===== src/rtl/cwt_pkg.sv =====
package cwt_pkg;
  typedef enum logic [1:0] {
    ST_IDLE  = 2'd0,
    ST_SLEEP = 2'd1,
    ST_RUN   = 2'd2
  } cwt_state_t;

  typedef enum logic [1:0] {
    WK_PERIOD = 2'd0,
    WK_ENTRY  = 2'd1,
    WK_MINSLP = 2'd2,
    WK_CTRL   = 2'd3
  } cwt_kind_t;
endpackage


===== src/rtl/cwt_period_bank.sv =====
module cwt_period_bank #(
  parameter int N_PER = 5,
  parameter int PER_W = 24,
  parameter int IDX_W = 3
) (
  input  logic             clk,
  input  logic             rst,
  input  logic             we,
  input  logic [IDX_W-1:0] wr_idx,
  input  logic [PER_W-1:0] wr_data,
  input  logic [IDX_W-1:0] rd_idx,
  output logic [PER_W-1:0] rd_eff
);
  logic [PER_W-1:0] per_q [N_PER];
  logic [PER_W-1:0] raw;

  for (genvar i = 0; i < N_PER; i++) begin : g_per
    always_ff @(posedge clk) begin
      if (rst) begin
        per_q[i] <= '0;
      end else if (we && (wr_idx == IDX_W'(i))) begin
        per_q[i] <= wr_data;
      end
    end
  end

  always_comb begin
    raw = '0;
    for (int i = 0; i < N_PER; i++) begin
      if (rd_idx == IDX_W'(i)) raw = per_q[i];
    end
    rd_eff = (raw == '0) ? PER_W'(1) : raw;
  end
endmodule


===== src/rtl/cwt_tick_counter.sv =====
module cwt_tick_counter #(
  parameter int PER_W = 24
) (
  input  logic             clk,
  input  logic             rst,
  input  logic             clr,
  input  logic             cnt_en,
  input  logic             tick,
  input  logic [PER_W-1:0] thr,
  output logic             hit
);
  logic [PER_W-1:0] cnt_q;
  logic [PER_W:0]   cnt_nx;

  assign cnt_nx = {1'b0, cnt_q} + (PER_W+1)'(1);
  assign hit    = cnt_en && tick && (cnt_nx >= {1'b0, thr});

  always_ff @(posedge clk) begin
    if (rst || clr) begin
      cnt_q <= '0;
    end else if (cnt_en && tick) begin
      cnt_q <= hit ? '0 : cnt_nx[PER_W-1:0];
    end
  end
endmodule


===== src/rtl/cwt_wake_fsm.sv =====
module cwt_wake_fsm
  import cwt_pkg::*;
#(
  parameter int N_PER = 5,
  parameter int IDX_W = 3,
  parameter int ENT_W = 11
) (
  input  logic             clk,
  input  logic             rst,
  input  logic             launch,
  input  logic             en_q,
  input  logic             hit,
  input  logic             stop,
  input  logic             slp_valid,
  input  logic [IDX_W-1:0] slp_idx,
  input  logic [ENT_W-1:0] entry_q,
  output cwt_state_t       state,
  output logic [IDX_W-1:0] sel_q,
  output logic             pwr,
  output logic             go,
  output logic [ENT_W-1:0] entry_out
);
  logic start_ok;
  assign start_ok = launch && (state != ST_RUN);

  always_ff @(posedge clk) begin
    if (rst) begin
      state     <= ST_IDLE;
      sel_q     <= '0;
      pwr       <= 1'b0;
      go        <= 1'b0;
      entry_out <= '0;
    end else begin
      go <= 1'b0;
      if (start_ok) begin
        sel_q <= '0;
      end else if (slp_valid && (slp_idx < IDX_W'(N_PER))) begin
        sel_q <= slp_idx;
      end
      unique case (state)
        ST_IDLE: begin
          if (start_ok) state <= ST_SLEEP;
        end
        ST_SLEEP: begin
          if (start_ok) begin
            state <= ST_SLEEP;
          end else if (!en_q) begin
            state <= ST_IDLE;
          end else if (hit) begin
            state     <= ST_RUN;
            pwr       <= 1'b1;
            go        <= 1'b1;
            entry_out <= entry_q;
          end
        end
        ST_RUN: begin
          if (stop) begin
            pwr   <= 1'b0;
            state <= en_q ? ST_SLEEP : ST_IDLE;
          end
        end
        default: state <= ST_IDLE;
      endcase
    end
  end
endmodule


===== src/rtl/cop_wake_timer.sv =====
module cop_wake_timer
  import cwt_pkg::*;
#(
  parameter int N_PER     = 5,
  parameter int PER_W     = 24,
  parameter int ENT_W     = 11,
  parameter int MIN_W     = 8,
  parameter int MIN_FLOOR = 2,
  localparam int IDX_W    = $clog2(N_PER)
) (
  input  logic             clk,
  input  logic             rst,
  input  logic             slow_tick,
  input  logic             cfg_we,
  input  logic [1:0]       cfg_kind,
  input  logic [IDX_W-1:0] cfg_idx,
  input  logic [PER_W-1:0] cfg_data,
  input  logic             launch,
  input  logic             slp_valid,
  input  logic [IDX_W-1:0] slp_idx,
  input  logic             core_halt,
  input  logic             core_illegal,
  output logic             core_pwr,
  output logic             core_go,
  output logic [ENT_W-1:0] core_entry
);
  cwt_state_t       state;
  logic [IDX_W-1:0] sel_q;
  logic [PER_W-1:0] per_eff;
  logic [PER_W-1:0] thr;
  logic [ENT_W-1:0] entry_q;
  logic [MIN_W-1:0] min_q;
  logic             en_q;
  logic             hit;
  logic             per_we;
  logic             cnt_clr;
  logic             cnt_en;
  logic [MIN_W-1:0] min_wr;

  assign per_we = cfg_we && (cfg_kind == WK_PERIOD) && (cfg_idx < IDX_W'(N_PER));
  assign min_wr = (cfg_data[MIN_W-1:0] < MIN_W'(MIN_FLOOR)) ? MIN_W'(MIN_FLOOR)
                                                             : cfg_data[MIN_W-1:0];

  always_ff @(posedge clk) begin
    if (rst) begin
      entry_q <= '0;
      min_q   <= MIN_W'(MIN_FLOOR);
      en_q    <= 1'b0;
    end else begin
      if (launch && (state != ST_RUN)) en_q <= 1'b1;
      if (cfg_we) begin
        unique case (cfg_kind)
          WK_ENTRY:  entry_q <= cfg_data[ENT_W-1:0];
          WK_MINSLP: min_q   <= min_wr;
          WK_CTRL:   en_q    <= cfg_data[0];
          default:   ;
        endcase
      end
    end
  end

  cwt_period_bank #(.N_PER(N_PER), .PER_W(PER_W), .IDX_W(IDX_W)) u_bank (
    .clk     (clk),
    .rst     (rst),
    .we      (per_we),
    .wr_idx  (cfg_idx),
    .wr_data (cfg_data),
    .rd_idx  (sel_q),
    .rd_eff  (per_eff)
  );

  assign thr     = (per_eff < PER_W'(min_q)) ? PER_W'(min_q) : per_eff;
  assign cnt_en  = (state == ST_SLEEP) && en_q;
  assign cnt_clr = (state != ST_SLEEP) || launch;

  cwt_tick_counter #(.PER_W(PER_W)) u_cnt (
    .clk    (clk),
    .rst    (rst),
    .clr    (cnt_clr),
    .cnt_en (cnt_en),
    .tick   (slow_tick),
    .thr    (thr),
    .hit    (hit)
  );

  cwt_wake_fsm #(.N_PER(N_PER), .IDX_W(IDX_W), .ENT_W(ENT_W)) u_fsm (
    .clk       (clk),
    .rst       (rst),
    .launch    (launch),
    .en_q      (en_q),
    .hit       (hit),
    .stop      (core_halt || core_illegal),
    .slp_valid (slp_valid),
    .slp_idx   (slp_idx),
    .entry_q   (entry_q),
    .state     (state),
    .sel_q     (sel_q),
    .pwr       (core_pwr),
    .go        (core_go),
    .entry_out (core_entry)
  );
endmodule


===== config.mk =====
export PLATFORM = sky130hd
export DESIGN_NAME = cop_wake_timer
export DESIGN_NICKNAME = d
export VERILOG_FILES = /design/src/rtl/cwt_pkg.sv /design/src/rtl/cwt_period_bank.sv /design/src/rtl/cwt_tick_counter.sv /design/src/rtl/cwt_wake_fsm.sv /design/src/rtl/cop_wake_timer.sv
export SDC_FILE = /design/constraint.sdc
export NUM_CORES = 1
export LEC_CHECK = 0
export ABC_AREA = 1
export ABC_CLOCK_PERIOD_IN_PS = 7800
export CORE_MARGIN = 3
export CORE_UTILIZATION = 25
export DETAILED_ROUTE_END_ITERATION = 7
export DONT_BUFFER_PORTS = 1
export HOLD_SLACK_MARGIN = 0.1
export SLEW_MARGIN = 15
export SYNTH_ARGS = -nofsm -noshare
export SYNTH_HDL_FRONTEND = slang
export SYNTH_SLANG_ARGS = --single-unit
export TNS_END_PERCENT = 10

===== constraint.sdc =====
create_clock -name clk -period 7.8 [get_ports clk]
set_input_delay 1.17 -clock clk [delete_from_list [all_inputs] [get_ports clk]]
set_output_delay 1.17 -clock clk [all_outputs]
set_load 0.01 [all_outputs]

==> results of run 1 <==
how the worst max path moves through the flow:
stage	from	endpoint	slack, ns	depth (start not counted)
floorplan	u_fsm.sel_q[0]	u_fsm.entry_out[10]	3.71	28
detailed placement	u_fsm.sel_q[0]	u_fsm.entry_out[9]	2.26	23
finish	u_fsm.sel_q[0]	u_fsm.entry_out[9]	2.20	23
CTS	u_fsm.sel_q[0]	u_fsm.entry_out[9]	2.23	23
global route	u_fsm.sel_q[0]	u_fsm.entry_out[2]	1.57	26
global placement	u_fsm.sel_q[0]	u_fsm.entry_out[9]	2.50	26
final cells by class:
cell class	instances	area share, %
Sequential cell	182	46.9
Multi-Input combinational cell	749	35.4
Inverter	154	5.60
Tap cell	461	5.59
Clock buffer	17	4.12
Clock inverter	15	2.10
Timing Repair Buffer	3	0.218
worst max-delay path, delay by kind of cell (launching register included):
family	cells	cell delay (ns)
AOI/OAI and AO/OA	2	0.25
adders and majority gates	2	0.59
buffers and inverters	2	0.40
DFF	1	0.79
and+or+nand+nor	17	3.44
per-layer routing:
metal	part of all wire [%]	routed length, um	up-vias
li1	-	-	3637
met1	45	10600	3408
met2	48	11300	182
met3	4.8	1140	36
met4	1.9	448	0
met5	0	0	-
cell usage in the layout (no fill, tap or decap), types with 2 or more instances in the layout:
cell type,netlist,layout
nor2_1,246,245
nand2_1,196,195
inv_1,149,149
edfxtp_1,120,120
nand3_1,74,73
dfxtp_1,62,62
a21oi_1,55,55
o21ai_0,42,42
nand4_1,32,32
ha_1,32,32
nor3_1,17,17
clkbuf_16,0,17
xor2_1,13,13
clkinv_8,0,6
inv_2,5,5
o21ai_1,5,5
a211oi_1,5,5
inv_8,0,5
nand2_2,3,4
nor4_1,4,4
nand3_2,2,3
nor2_2,2,3
o31ai_1,3,3
buf_4,4,3
nor3_4,2,2
nand2_4,2,2
o21a_1,2,2
o21bai_1,2,2
or2_2,2,2
registers in the layout, summed over array words and instances (netlist names):
signal	count
u_cnt.cnt_q	24
u_fsm.state	2
u_bank.per_q	120
u_fsm.entry_out	11
min_q	8
u_fsm.pwr	1
en_q	1
u_fsm.sel_q	3
u_fsm.go	1
entry_q	11
synth_stat cells, types with 17 or more instances:
| cell | instances | area share [%] |
|---|---|---|
| a21oi_1 | 55 | 3.0 |
| clkbuf_1 | 21 | 0.85 |
| dfxtp_1 | 62 | 13 |
| edfxtp_1 | 120 | 39 |
| ha_1 | 32 | 4.3 |
| inv_1 | 149 | 6.0 |
| nand2_1 | 196 | 7.9 |
| nand3_1 | 74 | 4.0 |
| nand4_1 | 32 | 2.2 |
| nor2_1 | 246 | 10 |
| nor3_1 | 17 | 0.92 |
| o21ai_0 | 42 | 2.3 |
power by group:
part / switching, mW / leakage, nW / internal, mW / total, mW
Clock: 0.455 / 0.307 / 0.472 / 0.927
Combinational: 0.139 / 2.37 / 0.0518 / 0.191
Sequential: 0.0159 / 1.65 / 1.07 / 1.08
Total: 0.610 / 4.33 / 1.59 / 2.20
per-stage QoR:
stage	setup slack, ns	instances	instance area, um2	power, mW	utilization (%)
final	2.20	1581	10300	2.20	28.7
after global routing	1.57	1581	10300	2.27	28.7
after CTS	2.23	1581	10300	2.21	28.6
after detailed placement	2.26	1549	9670	1.29	26.9
after global placement	2.50	1549	9670	1.29	26.9
after floorplan	3.71	1124	9260	1.24	-
cells by family (layout without fill, tap and decap cells):
| group | after synthesis | after routing | share of synthesized area, % |
|---|---|---|---|
| AOI/OAI and AO/OA | 117 | 117 | 6.75 |
| xor gates and xnor gates | 14 | 14 | 1.32 |
| adders and majority gates | 32 | 32 | 4.33 |
| buffers and inverters | 193 | 189 | 8.25 |
| DFF | 182 | 182 | 52.3 |
| and+or+nand+nor | 586 | 586 | 27.0 |
==> flow_metrics.tcl, run 1 <==
set metrics [dict create \
    status "finished, final reports clean" \
    setup_viol 0 \
    tns_ns 0 \
    endpoint_kind "flop" \
    rr_worst_depth 23 \
    start_util_pct 25.7 \
    cts_buffer_depth 2 \
    die-area_um2 39400 \
    multi_input_area_um2 3660 \
    num_vias 7263 \
    rsz0062_at_grt "false" \
    seq_area_um2 4840 \
    cts_resized 0 \
    whs_ns 0.464 \
    p_per_area_nw_per_um2 213 \
    post_drt_wl_per_cell_um 14.9 \
    ff2ff_setup_slack_ns 2.20 \
    syn-cell-area_um2 9260 \
    cp-start-kind "flop" \
    critPathRequiredTime_ns 8.13 \
    maxCapViolations 0 \
    track_usage_pct 11.8 \
    grt.overflow.total 0 \
    synth_flop_cell "edfxtp_1" \
    drive_gt1_share_pct 5.27 \
    first_iter_violations 512 \
    core-area_um2 36000 \
    numCtsBuffers 17 \
    r2r_end "u_fsm.entry_out[9]" \
    crit_path_frequent_cell "nand2_1" \
    critPathSlowestCell "dfxtp_1" \
    postSynthCellCount 1124 \
    worstPathMaxFanout 24 \
    gr-usage-met3_pct 2.05 \
    grt_pass1_vias 6959 \
    cts_setup_buffers 0 \
    ys_seq_area_share_pct 52.3 \
    grt_util_met2_pct 20.2 \
    period_share_pct 71.8 \
    dp_hpwl_um 16200 \
    crit_path_max_incr_delay_ns 0.79 \
    insertion_delay_ns 0.45 \
    numClockSinks 182 \
    ir_worst_vdd_mv 0.114 \
    cts_tree "built" \
    r2r-start "u_fsm.sel_q[0]" \
    cts_root_buffer "clkbuf_16" \
    path_clk_slew_ns 0.08 \
    nNetsFinal 1179 \
    drc 0 \
    gp_congestion 0.847 \
    syn_nets 1196 \
    hold_viol_final 0 \
    synth_seq_cells 182 \
    synthArstFlopShare_pct 0 \
    dieWidth_um 198 \
    cts.hold.buffers_added 0 \
    cts_max_level 4 \
    wirelength_um 23500 \
    synth.distinct_cells 37 \
    hold_start "u_cnt.cnt_q[7]" \
    relSlewSlack_pct 21.3 \
    clock.fmax_ghz 0.178 \
    worst_pin_slew_ns 1.18 \
    min_path_type "reg2reg" \
    maxSlewViolCount 0 \
    antenna_found_initial 0 \
    p_leak_nw 4.33 \
    fin_skew_ns 0.0215 \
    syn_to_final_growth_pct 11.5 \
    hold_depth 2 \
    ant_nets 0 \
    critical_path.cell_chain "inv_2 > nor3_4 > nand2_1 > nand3_1 > ha_1 > a21oi_1 > o21ai_0 > nor4_2 > nand4_1 > nor3_4 > nand2_4 > nand2_1 > nand2_1 > ha_1 > nand4_1 > nor4_1 > nand3_1 > nand3_1 > nand2_1 > inv_2 > nand2_2 > nor2_1 > nor2_1" \
    synth-edff-count 120 \
    fillers 3731 \
    grt_pass1_wl_um 36400 \
    grt_max_degree 43 \
    routed_via_density 4.59 \
    worst-setup-path-type "reg2reg" \
    holdPathEnd "u_cnt.cnt_q[7]" \
    busiest_layer "met2" \
    ys.warnings.count 0 \
    firstDrtPassIters 5 \
    die_h_um 198 \
    rows 69 \
    met1_usage_pct 15.2 \
    period_needed_ns 5.60 \
    portBuffers 0 \
    cp.arrival_ns 5.94 \
    num_io_pins 53 \
    synth_area_per_cell_um2 8.23 \
    n_antenna_cell 0 \
]
No activity file was read; power rests on OpenSTA's default activity.
==> run 2: changes to the inputs <==
--- a/config.mk
+++ b/config.mk
@@ -6,7 +6,7 @@
 export NUM_CORES = 1
 export LEC_CHECK = 0
 export ABC_AREA = 1
-export ABC_CLOCK_PERIOD_IN_PS = 7800
+export ABC_CLOCK_PERIOD_IN_PS = 4900
 export CORE_MARGIN = 3
 export CORE_UTILIZATION = 25
 export DETAILED_ROUTE_END_ITERATION = 7
==> constraint.sdc (replaced) <==
create_clock -name clk -period 4.9 [get_ports clk]
set_input_delay 0.735 -clock clk [delete_from_list [all_inputs] [get_ports clk]]
set_output_delay 0.735 -clock clk [all_outputs]
set_load 0.01 [all_outputs]
==> run 2 against run 1 <==
  * Power up 52%
  * Non-clock buffer count increased by 20
  * Worst hold slack worse by 0.11 ns
  * Flip-flop and latch count unchanged
  * Fmax increased by 30%
  * Die area stayed put
  * Critical path depth grew 4
  * Via count stayed put
  * Design area rose by 0.93%
  * Clock power increased by 42%
  * Count of clock-buffer cells in the layout did not move
  * Setup slack worse by 1.6 ns
  * Critical endpoint is now u_fsm.entry_out[8]
==> flow_metrics.tcl, run 2 (same netlist as run 1, synthesis figures left out) <==
set metrics [dict create \
    worst-setup-path-type "reg2reg" \
    critPathSlowestCell "dfxtp_2" \
    post_drt_wl_per_cell_um 15.1 \
    final_common_cell "nor2_1" \
    die_h_um 198 \
    num_vias 7263 \
    clock.fmax_ghz 0.233 \
    dp.cells 1565 \
    utilization_pct 28.9 \
    period_needed_ns 4.30 \
    status "finished, final reports clean" \
    antenna_found_initial 0 \
    top_register "u_bank.per_q" \
    cts_tree "built" \
    hold_viol_final 0 \
    cts_buffer_depth 2 \
    num_io_pins 53 \
    syn_to_final_growth_pct 12.6 \
    rsz0062_at_grt "false" \
    fin_skew_ns 0.0262 \
    crit_path_max_incr_delay_ns 0.36 \
    drc 0 \
    track_usage_pct 12.4 \
    die-area_um2 39400 \
    first_iter_violations 485 \
    min_path_type "in2reg" \
    setup_viol 0 \
    crit_family "simple AND/OR/NAND/NOR gates" \
    routed_via_density 4.54 \
    dp_hpwl_um 16500 \
    cts_root_buffer "clkbuf_16" \
    rows 69 \
    period_share_pct 87.7 \
    dieWidth_um 198 \
    largestRegisters "u_bank.per_q (120), u_cnt.cnt_q (24)" \
    nNetsFinal 1199 \
    worst_pin_slew_ns 0.865 \
    cts_max_level 4 \
    gp_congestion 0.843 \
    fillers 3826 \
    numClockSinks 182 \
    portBuffers 0 \
    worstPathMaxFanout 24 \
    maxCapViolations 0 \
    mostFrequentLayoutCells "nor2_1, nand2_1, inv_1" \
    p_leak_nw 4.39 \
    n_antenna_cell 0 \
    numCtsBuffers 17 \
    endpoint_kind "flop" \
    grt_pass1_vias 7041 \
    grt_max_degree 41 \
    grt.overflow.total 0 \
    instances_no_fill 1600 \
    firstDrtPassIters 5 \
    largest_reg_flops 120 \
    drive_gt1_share_pct 7.02 \
    ir_worst_vdd_mv 0.229 \
    wirelength_um 24100 \
    maxSlewViolCount 0 \
    start_util_pct 25.7 \
    crit_buf_inv 3 \
    cts.hold.buffers_added 0 \
    cp.arrival_ns 4.64 \
    p_per_area_nw_per_um2 322 \
    cp-start-kind "flop" \
    core-area_um2 36000 \
    grt_pass1_wl_um 38300 \
    ant_nets 0 \
    relSlewSlack_pct 42.2 \
    path_clk_slew_ns 0.07 \
    tns_ns 0 \
    insertion_delay_ns 0.45 \
    critPathRequiredTime_ns 5.24 \
]
run 2: changes by cell type in the layout (fill, tap and decap cells not counted), sizes merged:
cell | before | now
bufinv | 1 | 0
inv | 160 | 163
clkinvlp | 1 | 2
buf | 3 | 23
clkinv | 7 | 3
run 2: path summary, 6_finish.rpt:
| kind | slack (ns) | cells past startpoint | startpoint | to |
|---|---|---|---|---|
| hold / removal | 0.36 | 1 | rst | u_fsm.pwr |
| setup reg to reg | 0.60 | 27 | u_fsm.sel_q[2] | u_fsm.entry_out[8] |
| setup / recovery | 0.60 | 27 | u_fsm.sel_q[2] | u_fsm.entry_out[8] |
| hold reg to reg | 0.47 | 2 | u_cnt.cnt_q[7] | u_cnt.cnt_q[7] |
run 2: timing repair:
item / in CTS / in global routing
setup buffers: 0 / 4
setup endpoints to repair: 0 / 32
resized for setup: 0 / 14
run 2: worst reg2reg max path, delay by kind of cell (launching register included):
kind            cells  cell delay [ns]
buf+inv             3             0.53
simple gates       16             1.92
fa+ha+maj           2             0.51
flops               1             0.36
compound gates      6             0.85
run 2: layer usage:
| metal | vias up | share of wire, % | GRT usage, % |
|---|---|---|---|
| li1 | 3683 | - | - |
| met5 | - | 0 | 0 |
| met1 | 3409 | 46 | 16.4 |
| met3 | 26 | 4.4 | 2.17 |
| met2 | 145 | 49 | 21.0 |
| met4 | 0 | 1.2 | 3.43 |
run 2: metrics by stage:
stage	power, mW	worst slack, ns	area (um2)	hold WS [ns]
5_1_grt	3.49	0.0385	10400	0.343
2_1_floorplan	1.97	0.811	9260	0.440
3_5_place_dp	2.07	0.0840	9790	0.458
6_report	3.35	0.601	10400	0.356
4_1_cts	3.38	0.0705	10300	0.349
3_3_place_gp	2.06	0.323	9790	0.450
run 2: power breakdown:
| part | leakage (nW) | switching (mW) | internal, mW |
|---|---|---|---|
| registers | 1.65 | 0.0226 | 1.70 |
| logic | 2.47 | 0.225 | 0.0902 |
| clock network | 0.269 | 0.648 | 0.669 |
run 2: cell type report:
class                   instances  area, um2  share of cell area [%]
inverters                     154        586                    5.62
multi-input cells             749       3680                    35.3
clock buffers                  17        425                    4.08
clock inverters                14        129                    1.24
flip-flops and latches        182       4850                    46.6
repair buffers                 23        173                    1.66
well taps                     461        577                    5.54
